## src/rtl/hz_pkg.sv

```systemverilog
package hz_pkg;

  typedef enum logic [1:0] {
    SRC_REGFILE = 2'b00,
    SRC_EXEC    = 2'b01,
    SRC_RETIRE  = 2'b10
  } opnd_src_e;

  // Steering choice: the youngest matching producer wins.
  function automatic opnd_src_e pick_source(input logic hit_ex, input logic hit_rt);
    if (hit_ex)      return SRC_EXEC;
    else if (hit_rt) return SRC_RETIRE;
    else             return SRC_REGFILE;
  endfunction

  // Whether a single operand must wait in operand read.
  function automatic logic operand_waits(input logic byp, input logic hit_ex,
                                         input logic ex_late, input logic hit_rt);
    if (byp) return hit_ex & ex_late;
    else     return hit_ex | hit_rt;
  endfunction

endpackage

```

## src/rtl/hz_raw_detect.sv

```systemverilog
module hz_raw_detect
  import hz_pkg::*;
#(
  parameter int REG_AW = 5
) (
  input  logic              byp_mode,
  input  logic              rd_vld,
  input  logic [REG_AW-1:0] src,
  input  logic              src_use,
  input  logic              ex_vld,
  input  logic [REG_AW-1:0] ex_dst,
  input  logic              ex_wr,
  input  logic              ex_late,
  input  logic              rt_vld,
  input  logic [REG_AW-1:0] rt_dst,
  input  logic              rt_wr,
  output logic              waits,
  output opnd_src_e         sel
);
  logic live_src;
  logic hit_ex;
  logic hit_rt;

  assign live_src = rd_vld & src_use & (src != '0);
  assign hit_ex   = live_src & ex_vld & ex_wr & (ex_dst == src);
  assign hit_rt   = live_src & rt_vld & rt_wr & (rt_dst == src);

  always_comb begin
    waits = operand_waits(byp_mode, hit_ex, ex_late, hit_rt);
    if (byp_mode && !waits) sel = pick_source(hit_ex, hit_rt);
    else                    sel = SRC_REGFILE;
  end
endmodule

```

## src/rtl/hz_opf_timer.sv

```systemverilog
module hz_opf_timer #(
  parameter int OPF_LAT = 3
) (
  input  logic clk,
  input  logic rst_n,
  input  logic req,
  input  logic clear,
  output logic busy
);
  generate
    if (OPF_LAT <= 1) begin : g_single
      assign busy = 1'b0;
    end else begin : g_multi
      localparam int CW = $clog2(OPF_LAT);
      localparam logic [CW-1:0] LAST = CW'(OPF_LAT - 1);
      logic [CW-1:0] cnt_q;

      assign busy = req & (cnt_q != LAST);

      always_ff @(posedge clk or negedge rst_n) begin
        if (!rst_n)     cnt_q <= '0;
        else if (clear) cnt_q <= '0;
        else if (busy)  cnt_q <= cnt_q + 1'b1;
      end
    end
  endgenerate
endmodule

```

## src/rtl/hz_branch_flush.sv

```systemverilog
module hz_branch_flush (
  input  logic ex_vld,
  input  logic ex_br_taken,
  input  logic dly_br_mode,
  output logic squash_fe,
  output logic squash_de,
  output logic squash_rd
);
  logic redirect;
  assign redirect  = ex_vld & ex_br_taken;
  assign squash_fe = redirect;
  assign squash_de = redirect;
  assign squash_rd = redirect & ~dly_br_mode;
endmodule

```

## src/rtl/hazard_ctl.sv

```systemverilog
module hazard_ctl
  import hz_pkg::*;
#(
  parameter int REG_AW  = 5,
  parameter int OPF_LAT = 3
) (
  input  logic              clk,
  input  logic              rst_n,
  input  logic              byp_mode,
  input  logic              dly_br_mode,
  input  logic              rd_vld,
  input  logic [REG_AW-1:0] rd_src1,
  input  logic              rd_src1_use,
  input  logic [REG_AW-1:0] rd_src2,
  input  logic              rd_src2_use,
  input  logic              rd_slow,
  input  logic              ex_vld,
  input  logic [REG_AW-1:0] ex_dst,
  input  logic              ex_wr,
  input  logic              ex_late,
  input  logic              ex_br_taken,
  input  logic              rt_vld,
  input  logic [REG_AW-1:0] rt_dst,
  input  logic              rt_wr,
  output logic              hold_fe,
  output logic              hold_de,
  output logic              hold_rd,
  output logic              bubble_ex,
  output logic              squash_fe,
  output logic              squash_de,
  output logic              squash_rd,
  output logic [1:0]        opnd_sel1,
  output logic [1:0]        opnd_sel2,
  output logic              opnd_busy
);
  localparam int NSRC = 2;

  logic [NSRC-1:0][REG_AW-1:0] src_reg;
  logic [NSRC-1:0]             src_use;
  logic [NSRC-1:0]             src_wait;
  opnd_src_e                   src_sel [NSRC];

  // Named internal events, visible to the checker.
  logic data_wait;
  logic fetch_busy_raw;
  logic rd_advance;

  assign src_reg[0] = rd_src1;
  assign src_reg[1] = rd_src2;
  assign src_use[0] = rd_src1_use;
  assign src_use[1] = rd_src2_use;

  generate
    for (genvar g = 0; g < NSRC; g++) begin : g_src
      hz_raw_detect #(.REG_AW(REG_AW)) u_raw (
        .byp_mode (byp_mode),
        .rd_vld   (rd_vld),
        .src      (src_reg[g]),
        .src_use  (src_use[g]),
        .ex_vld   (ex_vld),
        .ex_dst   (ex_dst),
        .ex_wr    (ex_wr),
        .ex_late  (ex_late),
        .rt_vld   (rt_vld),
        .rt_dst   (rt_dst),
        .rt_wr    (rt_wr),
        .waits    (src_wait[g]),
        .sel      (src_sel[g])
      );
    end
  endgenerate

  hz_branch_flush u_br (
    .ex_vld      (ex_vld),
    .ex_br_taken (ex_br_taken),
    .dly_br_mode (dly_br_mode),
    .squash_fe   (squash_fe),
    .squash_de   (squash_de),
    .squash_rd   (squash_rd)
  );

  hz_opf_timer #(.OPF_LAT(OPF_LAT)) u_opf (
    .clk   (clk),
    .rst_n (rst_n),
    .req   (rd_vld & rd_slow),
    .clear (rd_advance),
    .busy  (fetch_busy_raw)
  );

  assign data_wait  = |src_wait;
  assign hold_rd    = rd_vld & (data_wait | fetch_busy_raw) & ~squash_rd;
  assign rd_advance = ~hold_rd;
  assign hold_de    = hold_rd & ~squash_de;
  assign hold_fe    = hold_rd & ~squash_fe;
  assign bubble_ex  = hold_rd;
  assign opnd_busy  = fetch_busy_raw & ~squash_rd;
  assign opnd_sel1  = hold_rd ? SRC_REGFILE : src_sel[0];
  assign opnd_sel2  = hold_rd ? SRC_REGFILE : src_sel[1];
endmodule

```

## config.mk

```make
export PLATFORM = sky130hd
export DESIGN_NAME = hazard_ctl
export DESIGN_NICKNAME = d
export VERILOG_FILES = /design/src/rtl/hz_pkg.sv /design/src/rtl/hz_raw_detect.sv /design/src/rtl/hz_opf_timer.sv /design/src/rtl/hz_branch_flush.sv /design/src/rtl/hazard_ctl.sv
export SDC_FILE = /design/constraint.sdc
export NUM_CORES = 1
export LEC_CHECK = 0
export CAP_MARGIN = 15
export CORE_AREA = 2 2 47 49
export DETAILED_ROUTE_END_ITERATION = 16
export DIE_AREA = 0 0 49 51
export PLACE_DENSITY = 0.81
export SLEW_MARGIN = 30
export SYNTH_ARGS = -nofsm -noshare
export SYNTH_HDL_FRONTEND = slang
export SYNTH_SLANG_ARGS = --single-unit
```

## constraint.sdc

```tcl
create_clock -name clk -period 3.1 [get_ports clk]
set_input_delay 0.775 -clock clk [delete_from_list [all_inputs] [get_ports clk]]
set_output_delay 0.775 -clock clk [all_outputs]
set_load 0.01 [all_outputs]
```

==> results of run 1 <==
[repair_timing]
item,in CTS,in global routing
setup endpoints to repair,9,9
pin swaps,25,11
buffers inserted,3,3
resized for setup,140,13
[power by group]
group / leakage, uW / total (uW) / internal [uW] / switching (uW)
Sequential: 0.0000275 / 27.6 / 27.0 / 0.643
Combinational: 0.000583 / 147 / 88.6 / 58.0
Clock: 0.0000138 / 59.2 / 42.8 / 16.3
Total: 0.000625 / 233 / 158 / 74.9
[through the flow]
stage          setup TNS (ns)  hold WS (ns)  cells  instance area (sq um)  util, %
3_5_place_dp            -7.56         0.525    163                   1180     57.4
5_1_grt                 -1.42         0.555    171                   1340     65.1
3_3_place_gp            -6.85         0.493    163                   1180     57.4
6_report               -0.982         0.536    171                   1340     65.1
4_1_cts                -0.490         0.529    168                   1280     62.1
2_1_floorplan               0         0.479     67                    522        -
[critical path: cells and delay by family]
family	cells	cell delay, ns
buf+inv	3	0.36
simple gates	3	0.73
compound gates	2	0.49
xor+xnor	1	0.16
[cell families (layout without fill, tap and decap cells)]
logic type	after synthesis	after routing
xor+xnor	20	20
flops	2	2
buf+inv	8	84
fa+ha+maj	1	1
simple gates	28	28
compound gates	8	8
[layer usage]
layer	vias up	wire length, um
met2	29	1400
met3	6	114
li1	392	-
met1	376	1030
met4	0	54
met5	-	0
[cells in the mapped netlist, types with 2 or more instances]
cell	count
nor3_1	2
xor2_1	4
xnor2_1	16
buf_4	3
nor4_1	2
dfrtp_1	2
nand4_1	4
or4_1	3
inv_1	4
nor2_1	4
nand2_1	9
o22ai_2	2
[final cells by class]
cell class,count,area [sq um],area share [%]
Tap cell,28,35.0,2.61
Sequential cell,2,50.0,3.72
Clock buffer,3,22.5,1.68
Multi-Input combinational cell,57,554,41.2
Timing Repair Buffer,77,667,49.6
Inverter,4,15.0,1.12
[cells in the final DEF (no fill, tap or decap), drive strengths merged]
cell type      instances
nor2                   4
nand3                  1
xnor2                 16
o31a                   1
xor2                   4
nor3                   2
inv                    4
or2                    1
nand4                  4
nand3b                 1
o22ai                  2
o211ai                 2
a221o                  1
dlygate4sd2            9
dfrtp                  2
o21ai                  1
nor4                   2
clkbuf                 4
buf                   54
or4                    4
a21oi                  1
ha                     1
clkdlybuf4s15          2
nand2                  9
clkdlybuf4s50         11
[worst paths after layout]
check | startpoint | end | slack [ns] | depth (start not counted)
min reg2reg | u_opf.g_multi.cnt_q[0] | u_opf.g_multi.cnt_q[0] | 0.54 | 1
max in group asynchronous | rst_n | u_opf.g_multi.cnt_q[0] | 2.27 | 1
max reg2reg | u_opf.g_multi.cnt_q[0] | u_opf.g_multi.cnt_q[0] | 1.61 | 6
max | ex_dst[3] | hold_rd | -0.19 | 9
min in group asynchronous | rst_n | u_opf.g_multi.cnt_q[1] | 0.71 | 1
min | u_opf.g_multi.cnt_q[0] | u_opf.g_multi.cnt_q[0] | 0.54 | 1
==> impl_results.md, run 1 <==
- Synth cell types: 24
- Post-CTS Hold Buffers: 0
- Final setup fails: 6
- Seq/Total Area, Yosys: 9.73%
- Main combinational cell family by area after synthesis: XOR/XNOR gates
- WP data arrival: 2.51 ns
- Grt total ovfl: 0
- Crit start category: input port
- Root Buffer: clkbuf_4
- Share of post-route cells with drive strength above 1: 58.7%
- RSZ-0062 raised after global routing: true
- Port Buf Inserts: 45
- Worst path cell trace: buf_8 -> xnor2_2 -> nand4_1 -> or4_4 -> a221o_1 -> o31a_4 -> buf_4 -> nand2_4 -> buf_6
- Tot Pwr: 233 uW
- Die X: 49 um
- Drt wl/cell: 15.2 um
- Crit-path max cell delay: between 0.5 and 0.6 ns
- Antenna Nets Post-Route: 0
- H-tree lvl count: 1
- Final worst-path cycle share: 106%
- # clock sinks: 2
- Post-synthesis compound-gate area fraction: 16.8%
- Setup Skew: 0.00224 ns
- Initial core utilization: between 20% and 30%
- Layout Area Growth over Synthesis: 161%
- Predominant post-synthesis flop cell: dfrtp_1
- Row count: 17
- HP Class: reg -> reg
- Regs by FF count: u_opf.g_multi.cnt_q x2
- TritonCTS clock tree: built
- Inserted Clock Buffers: 3
- Die area: 0.00250 sq mm
- First-pass detailed-route iteration total: 4
- Cells after synthesis: 67
- Crit-path max FO: 3
- EDFF count, synth: 0
- Area share of and/or/nand/nor cells after synthesis: 29.0%
- Worst path slowest cell: or4_4
- Peak VDD IR: 0.000113 V
- Layout fillers: approximately 170
- Leakage: 0.000625 uW
- Synth Warn #: 0
- IO Pins: between 40 and 50
- Die Ht: 51 um
- Final Hold Fails: 0
- Async S/R FF share, synth: 100%
- Largest net degree at the start of global routing: 5
- Power per cell area: approximately 170 mW/mm^2
- Dpl ws: -1.03 ns
- Final #Nets: 180
- Total vias in the final route: between 800 and 900
- Max Cap Viol: 0
- Largest Register: u_opf.g_multi.cnt_q
- Min Tclk post-route: roughly 3.3 ns
- Status: finished with violations
- Routed wire length: 2600 um
- M2 GR Usage: 43.6%
- Final setup slack of the worst path: -0.190 ns
- Failing checks: negative setup slack
- Post-DP HPWL: between 1500 and 2000 um
- Mean post-synth cell area: 7.68 sq um
- Post-Syn Area: 514 sq um
- Clock buffer depth: 2
- Largest register FFs: 2
- Yosys reg bits: 2
- Adder-Cell Fraction of Synth Area: about 2.4%
- Most Crowded Layer GR: met2
- Cell taking the most area after synthesis: xnor2_1
- Peak Freq: 0.304 GHz
- First-pass GRT wire length: 4070 um
- Synth top area share: 27.3%
- Worst path required time: around 2.3 ns
- Met1 usage: 23.4%
- Core Region: 0.00206 sq mm
- Total GRT Usage: 21.9%
- Worst Tran Pin Value: 0.289 ns
- Clock Latency Late Sink: 0.23 ns
- DRC errors left: 0
- Initial antenna violation count: 0
- Post-synthesis mux area share: 0%
- Slew Limit Headroom: 80.6%
- GP Congestion: 0.755
- Area contributors post-synth: xnor2_1 27%, dfrtp_1 9.7%, xor2_1 6.8%
- Routed vias/inst: 4.70
- Met3 GRT Util: 4.97%
- Net Count, Synth: 102
- Setup crit end kind: output port
- Crit Path Category: in -> out
- Post-synthesis xor/xnor area fraction: between 30% and 40%
- Initial DRC count: 6
- Number of global-route vias before repair: 830
- # diodes: 0
- Slew Viols, Final: 0
- CTS clock-pin slew for the worst setup and hold paths: roughly 0.03 ns
No activity file was read; power rests on OpenSTA's default activity.
==> run 2, diff against run 1 <==
- SLEW_MARGIN: 30 -> 10
==> results of run 2 <==
No change in the layout: final DEF, timing and power equal those of run 1.
